`config.mk`:
```
export PLATFORM = sky130hd
export DESIGN_NAME = rxf_accept_filter
export DESIGN_NICKNAME = d
export VERILOG_FILES = /design/src/rtl/rxf_pkg.sv /design/src/rtl/rxf_cfg_hold.sv /design/src/rtl/rxf_len_chk.sv /design/src/rtl/rxf_policy.sv /design/src/rtl/rxf_status_map.sv /design/src/rtl/rxf_accept_filter.sv
export SDC_FILE = /design/constraint.sdc
export NUM_CORES = 1
export LEC_CHECK = 0
export ABC_CLOCK_PERIOD_IN_PS = 1500
export CORE_UTILIZATION = 35
export CTS_CLUSTER_DIAMETER = 120
export DETAILED_ROUTE_END_ITERATION = 8
export PLACE_DENSITY = 0.79
export SLEW_MARGIN = 0
export SYNTH_ARGS = -nofsm -noshare
export SYNTH_HDL_FRONTEND = slang
export SYNTH_SLANG_ARGS = --single-unit
```
`constraint.sdc`:
```
create_clock -name clk -period 1.5 [get_ports clk]
set_input_delay 0.225 -clock clk [delete_from_list [all_inputs] [get_ports clk]]
set_output_delay 0.225 -clock clk [all_outputs]
set_load 0.02 [all_outputs]
```
`src/rtl/rxf_pkg.sv`:
```
package rxf_pkg;

   localparam int ST_W      = 16;
   localparam int ERR_N     = 6;
   localparam int ST_SUM    = 15;

   // error vector order: crc, col, late, ovr, long, short
   localparam int E_CRC   = 0;
   localparam int E_COL   = 1;
   localparam int E_LATE  = 2;
   localparam int E_OVR   = 3;
   localparam int E_LONG  = 4;
   localparam int E_SHORT = 5;

   // status bit each error vector entry lands in
   localparam int ERR_POS [ERR_N] = '{0, 1, 5, 6, 7, 8};

   typedef struct packed {
      logic       promisc;
      logic       rej_bcast;
      logic       pass_bad;
      logic       miss_pass;
      logic [1:0] maxlen;
   } rxf_cfg_t;

endpackage

```
`src/rtl/rxf_cfg_hold.sv`:
```
module rxf_cfg_hold
   import rxf_pkg::*;
(
   input  logic     clk,
   input  logic     rst_n,
   input  logic     sof_i,
   input  rxf_cfg_t live_i,
   output rxf_cfg_t eff_o
);

   rxf_cfg_t held_q;

   always_ff @(posedge clk) begin
      if (!rst_n) begin
         held_q <= '0;
      end else if (sof_i) begin
         held_q <= live_i;
      end
   end

   // a frame that starts and ends in one cycle uses the live values
   assign eff_o = sof_i ? live_i : held_q;

endmodule

```
`src/rtl/rxf_len_chk.sv`:
```
module rxf_len_chk #(
   parameter int CNT_W        = 17,
   parameter int MIN_LEN      = 64,
   parameter int LIM0         = 1518,
   parameter int LIM1         = 1536,
   parameter int LIM2         = 2048,
   parameter int LIM3         = 65536,
   parameter bit PARALLEL_CMP = 1'b1
) (
   input  logic [CNT_W-1:0] cnt_i,
   input  logic [1:0]       code_i,
   output logic             too_long_o,
   output logic             too_short_o
);

   localparam int CW = (CNT_W > 17) ? CNT_W + 1 : 18;
   localparam int NLIM = 4;

   logic [CW-1:0] cnt_x;
   logic [CW-1:0] lim [NLIM];

   assign cnt_x  = CW'(cnt_i);
   assign lim[0] = CW'(LIM0);
   assign lim[1] = CW'(LIM1);
   assign lim[2] = CW'(LIM2);
   assign lim[3] = CW'(LIM3);

   assign too_short_o = cnt_x < CW'(MIN_LEN);

   generate
      if (PARALLEL_CMP) begin : g_par
         logic [NLIM-1:0] over;
         for (genvar i = 0; i < NLIM; i++) begin : g_cmp
            assign over[i] = cnt_x > lim[i];
         end
         assign too_long_o = over[code_i];
      end else begin : g_mux
         logic [CW-1:0] sel_lim;
         assign sel_lim    = lim[code_i];
         assign too_long_o = cnt_x > sel_lim;
      end
   endgenerate

endmodule

```
`src/rtl/rxf_policy.sv`:
```
module rxf_policy
   import rxf_pkg::*;
(
   input  rxf_cfg_t cfg_i,
   input  logic     bcast_i,
   input  logic     hit_i,
   input  logic     rcv_i,
   input  logic     err_any_i,
   output logic     addr_ok_o,
   output logic     accept_o
);

   always_comb begin
      if (cfg_i.promisc) begin
         addr_ok_o = 1'b1;
      end else if (bcast_i) begin
         addr_ok_o = !cfg_i.rej_bcast;
      end else if (hit_i) begin
         addr_ok_o = rcv_i;
      end else begin
         addr_ok_o = cfg_i.miss_pass;
      end
   end

   assign accept_o = addr_ok_o && (!err_any_i || cfg_i.pass_bad);

endmodule

```
`src/rtl/rxf_status_map.sv`:
```
module rxf_status_map
   import rxf_pkg::*;
(
   input  logic [ERR_N-1:0] err_i,
   output logic [ST_W-1:0]  status_o,
   output logic             err_any_o
);

   always_comb begin
      status_o = '0;
      for (int i = 0; i < ERR_N; i++) begin
         status_o[ERR_POS[i]] = err_i[i];
      end
      status_o[ST_SUM] = |err_i;
   end

   assign err_any_o = |err_i;

endmodule

```
`src/rtl/rxf_accept_filter.sv`:
```
module rxf_accept_filter
   import rxf_pkg::*;
#(
   parameter int CNT_W        = 17,
   parameter int MIN_LEN      = 64,
   parameter int LIM0         = 1518,
   parameter int LIM1         = 1536,
   parameter int LIM2         = 2048,
   parameter int LIM3         = 65536,
   parameter bit PARALLEL_CMP = 1'b1
) (
   input  logic             clk,
   input  logic             rst_n,
   input  logic             sof_i,
   input  logic             eof_i,
   input  logic             bcast_i,
   input  logic             tbl_hit_i,
   input  logic             tbl_rcv_i,
   input  logic             err_crc_i,
   input  logic             err_col_i,
   input  logic             err_late_i,
   input  logic             err_ovr_i,
   input  logic [CNT_W-1:0] byte_cnt_i,
   input  logic             cfg_promisc_i,
   input  logic             cfg_rej_bcast_i,
   input  logic             cfg_pass_bad_i,
   input  logic             cfg_miss_pass_i,
   input  logic [1:0]       cfg_maxlen_i,
   output logic             done_o,
   output logic             accept_o,
   output logic [15:0]      status_o
);

   initial begin
      if (CNT_W < 8)
         $error("rxf_accept_filter: CNT_W too small");
      if (!(MIN_LEN < LIM0 && LIM0 <= LIM1 && LIM1 <= LIM2 && LIM2 <= LIM3))
         $error("rxf_accept_filter: length limits must be ordered");
   end

   rxf_cfg_t         cfg_live, cfg_eff;
   logic             too_long, too_short;
   logic [ERR_N-1:0] err_vec;
   logic [ST_W-1:0]  st_next;
   logic             err_any, addr_ok, acc_next;

   logic             done_q, acc_q;
   logic [ST_W-1:0]  st_q;

   assign cfg_live = '{promisc:   cfg_promisc_i,
                       rej_bcast: cfg_rej_bcast_i,
                       pass_bad:  cfg_pass_bad_i,
                       miss_pass: cfg_miss_pass_i,
                       maxlen:    cfg_maxlen_i};

   rxf_cfg_hold u_cfg (
      .clk    (clk),
      .rst_n  (rst_n),
      .sof_i  (sof_i),
      .live_i (cfg_live),
      .eff_o  (cfg_eff)
   );

   rxf_len_chk #(
      .CNT_W        (CNT_W),
      .MIN_LEN      (MIN_LEN),
      .LIM0         (LIM0),
      .LIM1         (LIM1),
      .LIM2         (LIM2),
      .LIM3         (LIM3),
      .PARALLEL_CMP (PARALLEL_CMP)
   ) u_len (
      .cnt_i       (byte_cnt_i),
      .code_i      (cfg_eff.maxlen),
      .too_long_o  (too_long),
      .too_short_o (too_short)
   );

   always_comb begin
      err_vec          = '0;
      err_vec[E_CRC]   = err_crc_i;
      err_vec[E_COL]   = err_col_i;
      err_vec[E_LATE]  = err_late_i;
      err_vec[E_OVR]   = err_ovr_i;
      err_vec[E_LONG]  = too_long;
      err_vec[E_SHORT] = too_short;
   end

   rxf_status_map u_map (
      .err_i     (err_vec),
      .status_o  (st_next),
      .err_any_o (err_any)
   );

   rxf_policy u_pol (
      .cfg_i     (cfg_eff),
      .bcast_i   (bcast_i),
      .hit_i     (tbl_hit_i),
      .rcv_i     (tbl_rcv_i),
      .err_any_i (err_any),
      .addr_ok_o (addr_ok),
      .accept_o  (acc_next)
   );

   always_ff @(posedge clk) begin
      if (!rst_n) begin
         done_q <= 1'b0;
         acc_q  <= 1'b0;
         st_q   <= '0;
      end else if (eof_i) begin
         done_q <= 1'b1;
         acc_q  <= acc_next;
         st_q   <= st_next;
      end else begin
         done_q <= 1'b0;
         acc_q  <= 1'b0;
         st_q   <= '0;
      end
   end

   assign done_o   = done_q;
   assign accept_o = acc_q;
   assign status_o = st_q;

endmodule

```
==> results by group <==
STA
  • Final Setup Violations: 0
  • Setup WS post-layout: 52.01 ps
  • Maximum operating frequency: 690.6 MHz
  • Number of endpoints with negative hold slack in the final report: 0
  • Post-route minimum period: 1448 ps
  • Period utilization: 96.53%
  • Unrepaired setup endpoints after global routing: false
  • Final-layout worst hold slack: 365.7 ps
  • Max-slew violation count: 0
  • Final worst clock skew: 1.792 ps

Final layout
  • Non-Filler Instances: 160
  • Cell area after layout: 1289 um^2
  • Reg area: 301.5 um^2
  • Ratio of cells with drive above 1 in the final layout: 18.05%
  • Filler Cells Inserted: 192
  • Area delta synth->final: 63.23%
  • Final-stage net count: 168
  • Multi-input logic area: 451.7 um^2
  • Antenna diode instance count: 0

Setup path
  • Critical Path Source Type: input port
  • Worst endpoint required time: 1680 ps
  • Crit path arrival time: 1620 ps
  • CP Max Fanout: 4
  • Endpoint kind of the worst setup timing path: flop
  • CP Class: in -> reg

Die
  • Number of rows created at floorplan: 16
  • Effective utilization at floorplan: 38.66%
  • I/O pin total: 52
  • Vertical die dimension: 49.50 um
  • Die W: 49.50 um
  • Area of the core: 2042 um^2
  • Area enclosed by the die boundary: 2450 um^2

Logic synthesis
  • Cell type contributing the most total cell area after synthesis: dfxtp_1
  • Average instance area after synthesis: 9.288 um^2
  • Cell types occupying the most area after synthesis: dfxtp_1 (38%), buf_4 (8.6%), mux2i_1 (5.1%)
  • Primary flip-flop cell chosen by synthesis mapping: dfxtp_1
  • Area share of the largest cell type after synthesis: 38.03%
  • Register area share after synthesis: 38.03%
  • Post-synth EDFFs: 0
  • Synth async-reset ratio: 0%
  • Synthesized area: 789.5 um^2
  • Yosys cell types: 32
  • Syn Inst Count: 85
  • Commonest cells in the netlist: dfxtp_1 (15), buf_4 (9), inv_1 (6), nand2_1 (6), nor2b_1 (5)
  • Total of warnings raised by yosys: 0
  • Most frequent cell after synthesis: dfxtp_1
  • Synthesis-stage register bit count: 15

Global routing
  • Antenna violations before repair: 0
  • Number of global-route vias before repair: 683
  • Pin count of the biggest net entering global routing: 11
  • Overflow after GRT: 0
  • Global Route Usage Sum: 14.92%
  • Wire length of the first global-routing pass: 2801 um

Clock tree
  • CTS Root Buffer Type: clkbuf_4
  • Number of buffers on the longest clock path: 2
  • Clock buffers created by TritonCTS: 3
  • Reg clk slew, reported paths: 80 ps
  • Clock insertion delay at the later pin of the skew report: 270 ps
  • Clk sinks: 15
  • Hold buffer count at CTS: 0
  • Clock tree from TritonCTS: done
  • CTS HTree Levels: 1

Route
  • Detailed Route WL: 1834 um
  • Detailed-route DRC error count: 0
  • Antenna violation net count after detailed routing: 0
  • Detailed Routing Iterations Pass 1: 4
  • Vias per inst: 4.669
  • Count of vias placed by the detailed router: 747
  • Number of DRC markers in iteration 0: 11
  • WL/cell: 11.46 um

Place
  • Pre-CTS setup slack: -476.6 ps
  • Post-Place Cell Area: 1229 um^2
  • Final weighted congestion in routability-driven placement: 0.7703
  • Half-perimeter wire length of the detailed placement result: 1446 um
  • Cells after DPL: 156
  • # port buffers: 42

Pwr
  • Total chip power: 882.2 uW
  • Standby leakage power: 0.5968 nW
  • Part of the power in the clock network: 25.4%
  • Total net switching power: 235.3 uW
  • Sequential share of power: 48.0%
  • Fraction of power spent switching nets: 26.67%
  • Power share of the combinational group: 26.6%
  • Peak supply drop: 0.4051 mV
  • Internal power component: 646.9 uW
  • Power density of the placed cells: 684.6 nW/um^2

Outcome
  • Outcome: completed

Worst hold path
  • Min-delay worst type: in -> reg

Flow run
  • Number of max-capacitance violations reported: 0
-- cell families (layout without fill, tap and decap cells) --
kind of cell,Yosys count,count (layout),share of synthesized area (%)
simple gates,34,34,28.05
mux,6,6,8.875
other cells,1,9,0.4750
buf+inv,17,57,13.31
compound gates,12,12,11.25
flops,15,15,38.04
-- layout make-up --
class                           count  share of cell area, %
Timing Repair Buffer               47                  35.15
Tap cell                           27                  2.621
Multi-Input combinational cell     61                  35.05
Sequential cell                    15                  23.40
Inverter                            6                  1.748
Clock buffer                        4                  2.039
-- per-layer routing --
layer,track usage (%),share of wire (%)
met4,5.714,0.38
met3,4.012,8.9
met2,27.17,49
met5,0,0
met1,16.29,42
-- power by group through the flow --
stage / combinational [mW] / sequential [mW] / clock, mW
5_1_grt: 0.252 / 0.425 / 0.253
3_3_place_gp: 0.232 / 0.432 / 0
3_5_place_dp: 0.235 / 0.433 / 0
6_report: 0.235 / 0.423 / 0.224
4_1_cts: 0.231 / 0.423 / 0.234
2_1_floorplan: 0.104 / 0.444 / 0
-- repair_timing --
action / in CTS / in global routing
pin swaps: 9 / 11
gates resized for setup: 12 / 15
setup endpoints to repair: 3 / 2
setup buffers: 0 / 0
-- flip-flops by register name, summed over array words and instances, names as in the netlist --
register,flops
status_o,7
u_cfg.held_q,6
accept_o,1
done_o,1
-- worst max-delay path, cell delays in order --
cell and delay (ps):
dlygate4sd2_1 250, nor4_4 340, nand2_1 90, o32a_1 360, a21o_1 200, and2_1 150
-- layout by cell type, fill, tap and decap left out, drive strengths merged, types with 5 or more instances in the layout --
master	Yosys	layout
and3	5	5
buf	10	5
clkbuf	1	6
clkdlybuf4s50	0	26
conb	1	9
dfxtp	15	15
dlygate4sd2	0	8
dlymetal6s2s	0	6
inv	6	6
nand2	6	6
nor2b	5	5
-- through the flow --
stage	utilization, %	setup TNS (ps)
after global placement	60.17	-1289
final	63.11	0
after floorplan	-	0
after global routing	63.11	0
after detailed placement	60.17	-1301
after CTS	61.52	0
-- worst paths after layout --
path	start	end	slack, ps	depth (start not counted)
setup / recovery	byte_cnt_i[14]	status_o[15]	50	6
hold / removal	byte_cnt_i[7]	status_o[8]	370	4
setup reg to reg	u_cfg.held_q[0]	status_o[15]	110	5
hold reg to reg	u_cfg.held_q[2]	u_cfg.held_q[2]	520	2
(Power assumes the default switching activity.)
